### config.mk
export PLATFORM = sky130hd
export DESIGN_NAME = hp_irq_agg
export DESIGN_NICKNAME = d
export VERILOG_FILES = /design/src/rtl/hpi_pkg.sv /design/src/rtl/hpi_event_src.sv /design/src/rtl/hpi_slot_regs.sv /design/src/rtl/hpi_ctrl_reg.sv /design/src/rtl/hpi_irq_out.sv /design/src/rtl/hp_irq_agg.sv
export SDC_FILE = /design/constraint.sdc
export NUM_CORES = 1
export LEC_CHECK = 0
export BUFFER_PORTS_ARGS = -buffer_cell sky130_fd_sc_hd__buf_2
export CAP_MARGIN = 20
export CORE_MARGIN = 2
export CORE_UTILIZATION = 53
export DETAILED_ROUTE_END_ITERATION = 12
export HOLD_SLACK_MARGIN = 0.03
export PLACE_DENSITY_LB_ADDON = 0.15
export SYNTH_ARGS = -nofsm -noshare
export SYNTH_HDL_FRONTEND = slang
export SYNTH_SLANG_ARGS = --single-unit
export TNS_END_PERCENT = 20
### constraint.sdc
create_clock -name clk -period 2.7 [get_ports clk]
set_input_delay 0.27 -clock clk [delete_from_list [all_inputs] [get_ports clk]]
set_output_delay 0.27 -clock clk [all_outputs]
set_load 0.02 [all_outputs]
### src/rtl/hpi_pkg.sv
`timescale 1ns/1ps
package hpi_pkg;
  localparam int EVT_W  = 5;
  localparam int MASK_W = 7;

  // latch / mask bit positions (decoded by software)
  localparam int EV_PRES = 0;
  localparam int EV_IFLT = 1;
  localparam int EV_BTN  = 2;
  localparam int EV_MRL  = 3;
  localparam int EV_CFLT = 4;

  // control word bit positions
  localparam int CT_GDIS   = 0;
  localparam int CT_CMDDIS = 2;
  localparam int CT_CMDDET = 16;
  localparam int CT_ARBDET = 17;

  // word addresses
  localparam int ADDR_CTRL = 0;
  localparam int ADDR_LOC  = 1;
  localparam int SLOT_BASE = 2;
endpackage

### src/rtl/hpi_event_src.sv
`timescale 1ns/1ps
module hpi_event_src
  import hpi_pkg::*;
(
  input  logic [EVT_W-1:0] raw_set,
  input  logic             insert,
  input  logic             unplug,
  input  logic             mrl_open,
  input  logic             slot_off,
  output logic [EVT_W-1:0] set_bits
);
  always_comb begin
    set_bits = raw_set;
    if (insert) begin
      set_bits[EV_BTN] = 1'b1;
      if (mrl_open) begin
        set_bits[EV_MRL]  = 1'b1;
        set_bits[EV_PRES] = 1'b1;
      end
    end
    if (unplug) begin
      if (slot_off) begin
        set_bits[EV_MRL]  = 1'b1;
        set_bits[EV_PRES] = 1'b1;
      end else begin
        set_bits[EV_BTN] = 1'b1;
      end
    end
  end
endmodule

### src/rtl/hpi_slot_regs.sv
`timescale 1ns/1ps
module hpi_slot_regs
  import hpi_pkg::*;
(
  input  logic              clk,
  input  logic              rst,
  input  logic              wr_hit,
  input  logic              be_latch,
  input  logic              be_mask,
  input  logic [EVT_W-1:0]  clr_data,
  input  logic [MASK_W-1:0] mask_data,
  input  logic [EVT_W-1:0]  set_bits,
  output logic [EVT_W-1:0]  latch_q,
  output logic [MASK_W-1:0] mask_q,
  output logic              pending
);
  logic [EVT_W-1:0] clr;

  always_comb begin
    clr     = (wr_hit && be_latch) ? clr_data : '0;
    pending = |(latch_q & ~mask_q[EVT_W-1:0]);
  end

  always_ff @(posedge clk) begin
    if (rst) begin
      latch_q <= '0;
      mask_q  <= '1;
    end else begin
      // a new event wins over a same-cycle clear
      latch_q <= (latch_q & ~clr) | set_bits;
      if (wr_hit && be_mask) mask_q <= mask_data;
    end
  end
endmodule

### src/rtl/hpi_ctrl_reg.sv
`timescale 1ns/1ps
module hpi_ctrl_reg (
  input  logic       clk,
  input  logic       rst,
  input  logic       wr_hit,
  input  logic       be_dis,
  input  logic       be_det,
  input  logic [3:0] dis_data,
  input  logic [1:0] det_clr,
  input  logic       cmd_done,
  input  logic       arb_err,
  output logic [3:0] dis_q,
  output logic       cmd_det,
  output logic       arb_det
);
  logic [1:0] clr;

  always_comb clr = (wr_hit && be_det) ? det_clr : 2'b00;

  always_ff @(posedge clk) begin
    if (rst) begin
      dis_q   <= 4'hF;
      cmd_det <= 1'b0;
      arb_det <= 1'b0;
    end else begin
      if (wr_hit && be_dis) dis_q <= dis_data;
      cmd_det <= cmd_done | (cmd_det & ~clr[0]);
      arb_det <= arb_err  | (arb_det & ~clr[1]);
    end
  end
endmodule

### src/rtl/hpi_irq_out.sv
`timescale 1ns/1ps
module hpi_irq_out #(
  parameter int NSLOT = 4
) (
  input  logic           clk,
  input  logic           rst,
  input  logic [NSLOT-1:0] slot_pend,
  input  logic           cmd_det,
  input  logic           cmd_dis,
  input  logic           gdis,
  input  logic           msi_en,
  output logic [NSLOT:0] loc_now,
  output logic [NSLOT:0] locator,
  output logic           intx,
  output logic           msi_req
);
  logic lvl;
  logic last_lvl;

  always_comb begin
    loc_now = {slot_pend, cmd_det & ~cmd_dis};
    lvl     = ~gdis & (|loc_now);
  end

  always_ff @(posedge clk) begin
    if (rst) begin
      locator  <= '0;
      intx     <= 1'b0;
      msi_req  <= 1'b0;
      last_lvl <= 1'b0;
    end else begin
      locator  <= loc_now;
      intx     <= lvl & ~msi_en;
      msi_req  <= msi_en & (lvl != last_lvl);
      last_lvl <= lvl;
    end
  end
endmodule

### src/rtl/hp_irq_agg.sv
`timescale 1ns/1ps
module hp_irq_agg
  import hpi_pkg::*;
#(
  parameter int NUM_SLOTS = 4,
  parameter int AW = $clog2(NUM_SLOTS + SLOT_BASE)
) (
  input  logic                       clk,
  input  logic                       rst,
  input  logic                       wr_en,
  input  logic [AW-1:0]              wr_addr,
  input  logic [31:0]                wr_data,
  input  logic [3:0]                 wr_be,
  input  logic [AW-1:0]              rd_addr,
  output logic [31:0]                rd_data,
  input  logic                       msi_en,
  input  logic [EVT_W*NUM_SLOTS-1:0] evt_set,
  input  logic [NUM_SLOTS-1:0]       dev_insert,
  input  logic [NUM_SLOTS-1:0]       unplug_req,
  input  logic [NUM_SLOTS-1:0]       mrl_open,
  input  logic [NUM_SLOTS-1:0]       slot_off,
  input  logic                       cmd_done,
  input  logic                       arb_err,
  output logic [NUM_SLOTS:0]         locator,
  output logic                       intx,
  output logic                       msi_req
);
  localparam int LOC_W = NUM_SLOTS + 1;

  logic [NUM_SLOTS-1:0][EVT_W-1:0]  latch_q;
  logic [NUM_SLOTS-1:0][MASK_W-1:0] mask_q;
  logic [NUM_SLOTS-1:0]             slot_pend;
  logic [3:0]                       dis_q;
  logic                             cmd_det, arb_det;
  logic [LOC_W-1:0]                 loc_now;
  logic [31:0]                      rd_mux;
  logic                             ctrl_hit;
  logic                             unused_wr_bits;

  assign unused_wr_bits = ^{wr_data[31:18], wr_data[15], wr_data[7:5], wr_be[3]};
  assign ctrl_hit = wr_en && (wr_addr == AW'(ADDR_CTRL));

  for (genvar s = 0; s < NUM_SLOTS; s++) begin : g_slot
    logic [EVT_W-1:0] set_bits;
    logic             hit;

    assign hit = wr_en && (wr_addr == AW'(SLOT_BASE + s));

    hpi_event_src u_src (
      .raw_set (evt_set[EVT_W*s +: EVT_W]),
      .insert  (dev_insert[s]),
      .unplug  (unplug_req[s]),
      .mrl_open(mrl_open[s]),
      .slot_off(slot_off[s]),
      .set_bits(set_bits)
    );

    hpi_slot_regs u_regs (
      .clk      (clk),
      .rst      (rst),
      .wr_hit   (hit),
      .be_latch (wr_be[0]),
      .be_mask  (wr_be[1]),
      .clr_data (wr_data[EVT_W-1:0]),
      .mask_data(wr_data[8 +: MASK_W]),
      .set_bits (set_bits),
      .latch_q  (latch_q[s]),
      .mask_q   (mask_q[s]),
      .pending  (slot_pend[s])
    );
  end

  hpi_ctrl_reg u_ctrl (
    .clk     (clk),
    .rst     (rst),
    .wr_hit  (ctrl_hit),
    .be_dis  (wr_be[0]),
    .be_det  (wr_be[2]),
    .dis_data(wr_data[3:0]),
    .det_clr (wr_data[17:16]),
    .cmd_done(cmd_done),
    .arb_err (arb_err),
    .dis_q   (dis_q),
    .cmd_det (cmd_det),
    .arb_det (arb_det)
  );

  hpi_irq_out #(.NSLOT(NUM_SLOTS)) u_out (
    .clk      (clk),
    .rst      (rst),
    .slot_pend(slot_pend),
    .cmd_det  (cmd_det),
    .cmd_dis  (dis_q[CT_CMDDIS]),
    .gdis     (dis_q[CT_GDIS]),
    .msi_en   (msi_en),
    .loc_now  (loc_now),
    .locator  (locator),
    .intx     (intx),
    .msi_req  (msi_req)
  );

  always_comb begin
    rd_mux = '0;
    if (rd_addr == AW'(ADDR_CTRL)) begin
      rd_mux[3:0]       = dis_q;
      rd_mux[CT_CMDDET] = cmd_det;
      rd_mux[CT_ARBDET] = arb_det;
    end else if (rd_addr == AW'(ADDR_LOC)) begin
      rd_mux = 32'(loc_now);
    end
    for (int i = 0; i < NUM_SLOTS; i++) begin
      if (rd_addr == AW'(SLOT_BASE + i)) begin
        rd_mux = {17'b0, mask_q[i], 3'b0, latch_q[i]};
      end
    end
  end

  always_ff @(posedge clk) begin
    if (rst) rd_data <= '0;
    else     rd_data <= rd_mux;
  end
endmodule

==> flow_metrics.tcl <==
set metrics [dict create \
    reg2reg_slack_ps 1040 \
    min_period_ps 1660 \
    finalHoldViolCount 0 \
    via_per_inst 5.63 \
    cp.required_ps 2980 \
    die_area_sq_um 7110 \
    die_h_um 84.3 \
    multi_input_area_sq_um 1660 \
    num_rows 29 \
    die_x_um 84.3 \
    cp_cell_sequence "inv_1, o22ai_1, a211oi_1, a41o_1, mux2i_1" \
    avgSynthCellArea_sq_um 8.66 \
    synth_flop_cell "dfxtp_1" \
    antenna_cells 0 \
    synth.most_common_cell "dfxtp_1" \
    syn_area_sq_um 3420 \
    drc 0 \
    tightest_slew_ps 749 \
    synth-seq-cells 76 \
    cpMaxStageDelayCell "a211oi_1" \
    ios 123 \
    cp_max_fo 3 \
    critPathMaxStageDelay_ps 550 \
    clock_path_buffers 2 \
    leakage_nw 1.78 \
    min_path_type "primary input to flop" \
    initial_utilization_pct 54.5 \
    fin_worst_skew_ps 4.93 \
    path_clk_slew_ps 70 \
    worstSetupPathType "flop to flop" \
    drtIter0Drc 258 \
    slew_headroom_pct 50.0 \
    design_area_sq_um 3980 \
    grt_pass1_vias 2935 \
    firstDrtPassIters 4 \
    cts_setup_buffers 0 \
    grt_pass1_wl_um 14100 \
    startpoint_type "flop" \
    cts_max_level 3 \
    clock_latency_ps 340 \
    cts_tree "built" \
    cts_resized 0 \
    routed_wl_um 8720 \
    critPathArrivalTime_ps 1940 \
    ir_drop_v 0.000367 \
    clock-sinks 76 \
    grt_max_degree 35 \
    gp_congestion 0.865 \
    syn_inst 395 \
    n_fill_cell 551 \
    status "complete, no violations" \
    ys_types 46 \
    antenna_found_initial 0 \
    max_clock_freq_ghz 0.602 \
    synthTopCellsByCount "dfxtp_1, nor2_1, nand2_1" \
    netlist.area_leader.share_pct 44.5 \
    dp_hpwl_um 6560 \
    drive_gt1_share_pct 22.7 \
    tns_ps 0 \
    numCtsBuffers 9 \
    regArea_sq_um 1520 \
    grt-ovfl-total 0 \
    fin_cells 553 \
    layout.nets 557 \
    synthArstFlopShare_pct 0 \
    period_share_pct 61.6 \
    clock-root-buffer "clkbuf_8" \
    portBuffers 85 \
    dpl_cell_area_sq_um 3800 \
    fin_total_pwr_mw 2.27 \
    power_density_nw_per_um2 570 \
    ctsHoldBuffers 0 \
    ys_seq_area_share_pct 44.5 \
    synth_top_cell_by_area "dfxtp_1" \
    cp-end-kind "flop" \
    core_area_sq_um 6280 \
    cap_violations 0 \
    avgRoutedWirePerCell_um 15.8 \
    finalSetupViolations 0 \
    synthToLayoutAreaGrowth_pct 16.3 \
    globalRouteTotalUtil_pct 25.2 \
    dp_cells 539 \
    vias 3113 \
    antenna_left 0 \
    final_util_pct 63.3 \
    yosys_warnings 0 \
    rsz0062_at_grt "false" \
    ys_top_cells_by_area "dfxtp_1, nor2_1, mux2i_1, nand2_1, buf_4" \
    maxSlewViolCount 0 \
    synth-edff-count 0 \
]
==> final timing paths <==
| kind | from | endpoint | cells past startpoint |
|---|---|---|---|
| max | g_slot[3].u_regs.latch_q[4] | u_out.msi_req | 5 |
| max reg2reg | g_slot[3].u_regs.latch_q[4] | u_out.msi_req | 5 |
| min | msi_en | u_out.intx | 2 |
| min reg2reg | g_slot[1].u_regs.mask_q[5] | g_slot[1].u_regs.mask_q[5] | 1 |
==> where the power goes <==
group          internal, mW  switching, mW
clock                 0.396          0.388
sequential             1.17         0.0345
combinational         0.107          0.174
==> flip-flops by register name, summed over array words and instances (netlist names) <==
register / cells
u_ctrl.dis_q: 4
u_out.last_lvl: 1
rd_data: 14
g_slot.u_regs.mask_q: 28
u_out.intx: 1
u_out.locator: 5
g_slot.u_regs.latch_q: 20
u_out.msi_req: 1
u_ctrl.cmd_det: 1
u_ctrl.arb_det: 1
==> per-layer routing <==
| metal | global-route usage, % | part of all wire [%] | routed length [um] | up-vias |
|---|---|---|---|---|
| met5 | 0 | 0 | 0 | - |
| met4 | 12.3 | 3.0 | 261 | 0 |
| met3 | 4.52 | 5.4 | 473 | 21 |
| met2 | 41.1 | 46 | 4050 | 115 |
| met1 | 32.2 | 45 | 3930 | 1472 |
| li1 | - | - | - | 1505 |
==> cell type report <==
| type | instances | area share (%) |
|---|---|---|
| clock buffer | 12 | 4.15 |
| clock inverter | 2 | 0.252 |
| inverter | 23 | 2.17 |
| multi-input combinational | 277 | 41.9 |
| sequential | 76 | 38.3 |
| tap | 77 | 2.42 |
| timing repair buffer | 86 | 10.9 |
==> cells by family (layout without fill, tap and decap cells) <==
| logic type | after synthesis | after routing | synth area share (%) |
|---|---|---|---|
| buffers and inverters | 59 | 123 | 8.71 |
| other | 1 | 18 | 0.110 |
| multiplexers | 17 | 17 | 5.01 |
| AND/OR/NAND/NOR | 140 | 140 | 19.7 |
| AO/OA/AOI/OAI | 102 | 102 | 22.0 |
| flip-flops | 76 | 76 | 44.5 |
==> cells in the final DEF, fill, tap and decap left out, drive strengths merged, types with 4 or more instances in the layout <==
cell	netlist	final
a2111oi	4	4
a211o	16	16
a211oi	12	12
a21oi	13	13
a22o	4	4
a311oi	4	4
buf	24	86
clkbuf	12	12
conb	1	18
dfxtp	76	76
inv	23	23
mux2i	16	16
nand2	42	42
nand2b	5	5
nand4	4	4
nor2	47	47
nor2b	20	20
o211a	6	6
o211ai	9	9
o21ai	19	19
o22ai	5	5
==> critical path: cells and delay by family (launching register included) <==
kind,cells,cell delay [ps]
multiplexers,1,190
buffers and inverters,1,100
AO/OA/AOI/OAI,3,970
flip-flops,1,340
==> through the flow <==
stage / setup slack (ps) / hold WS (ps)
finish: 1040 / 115
global route: 961 / 129
CTS: 1050 / 106
global placement: 828 / 439
floorplan: 1340 / 347
detailed placement: 817 / 448
Power figures use the tool's default switching activity.
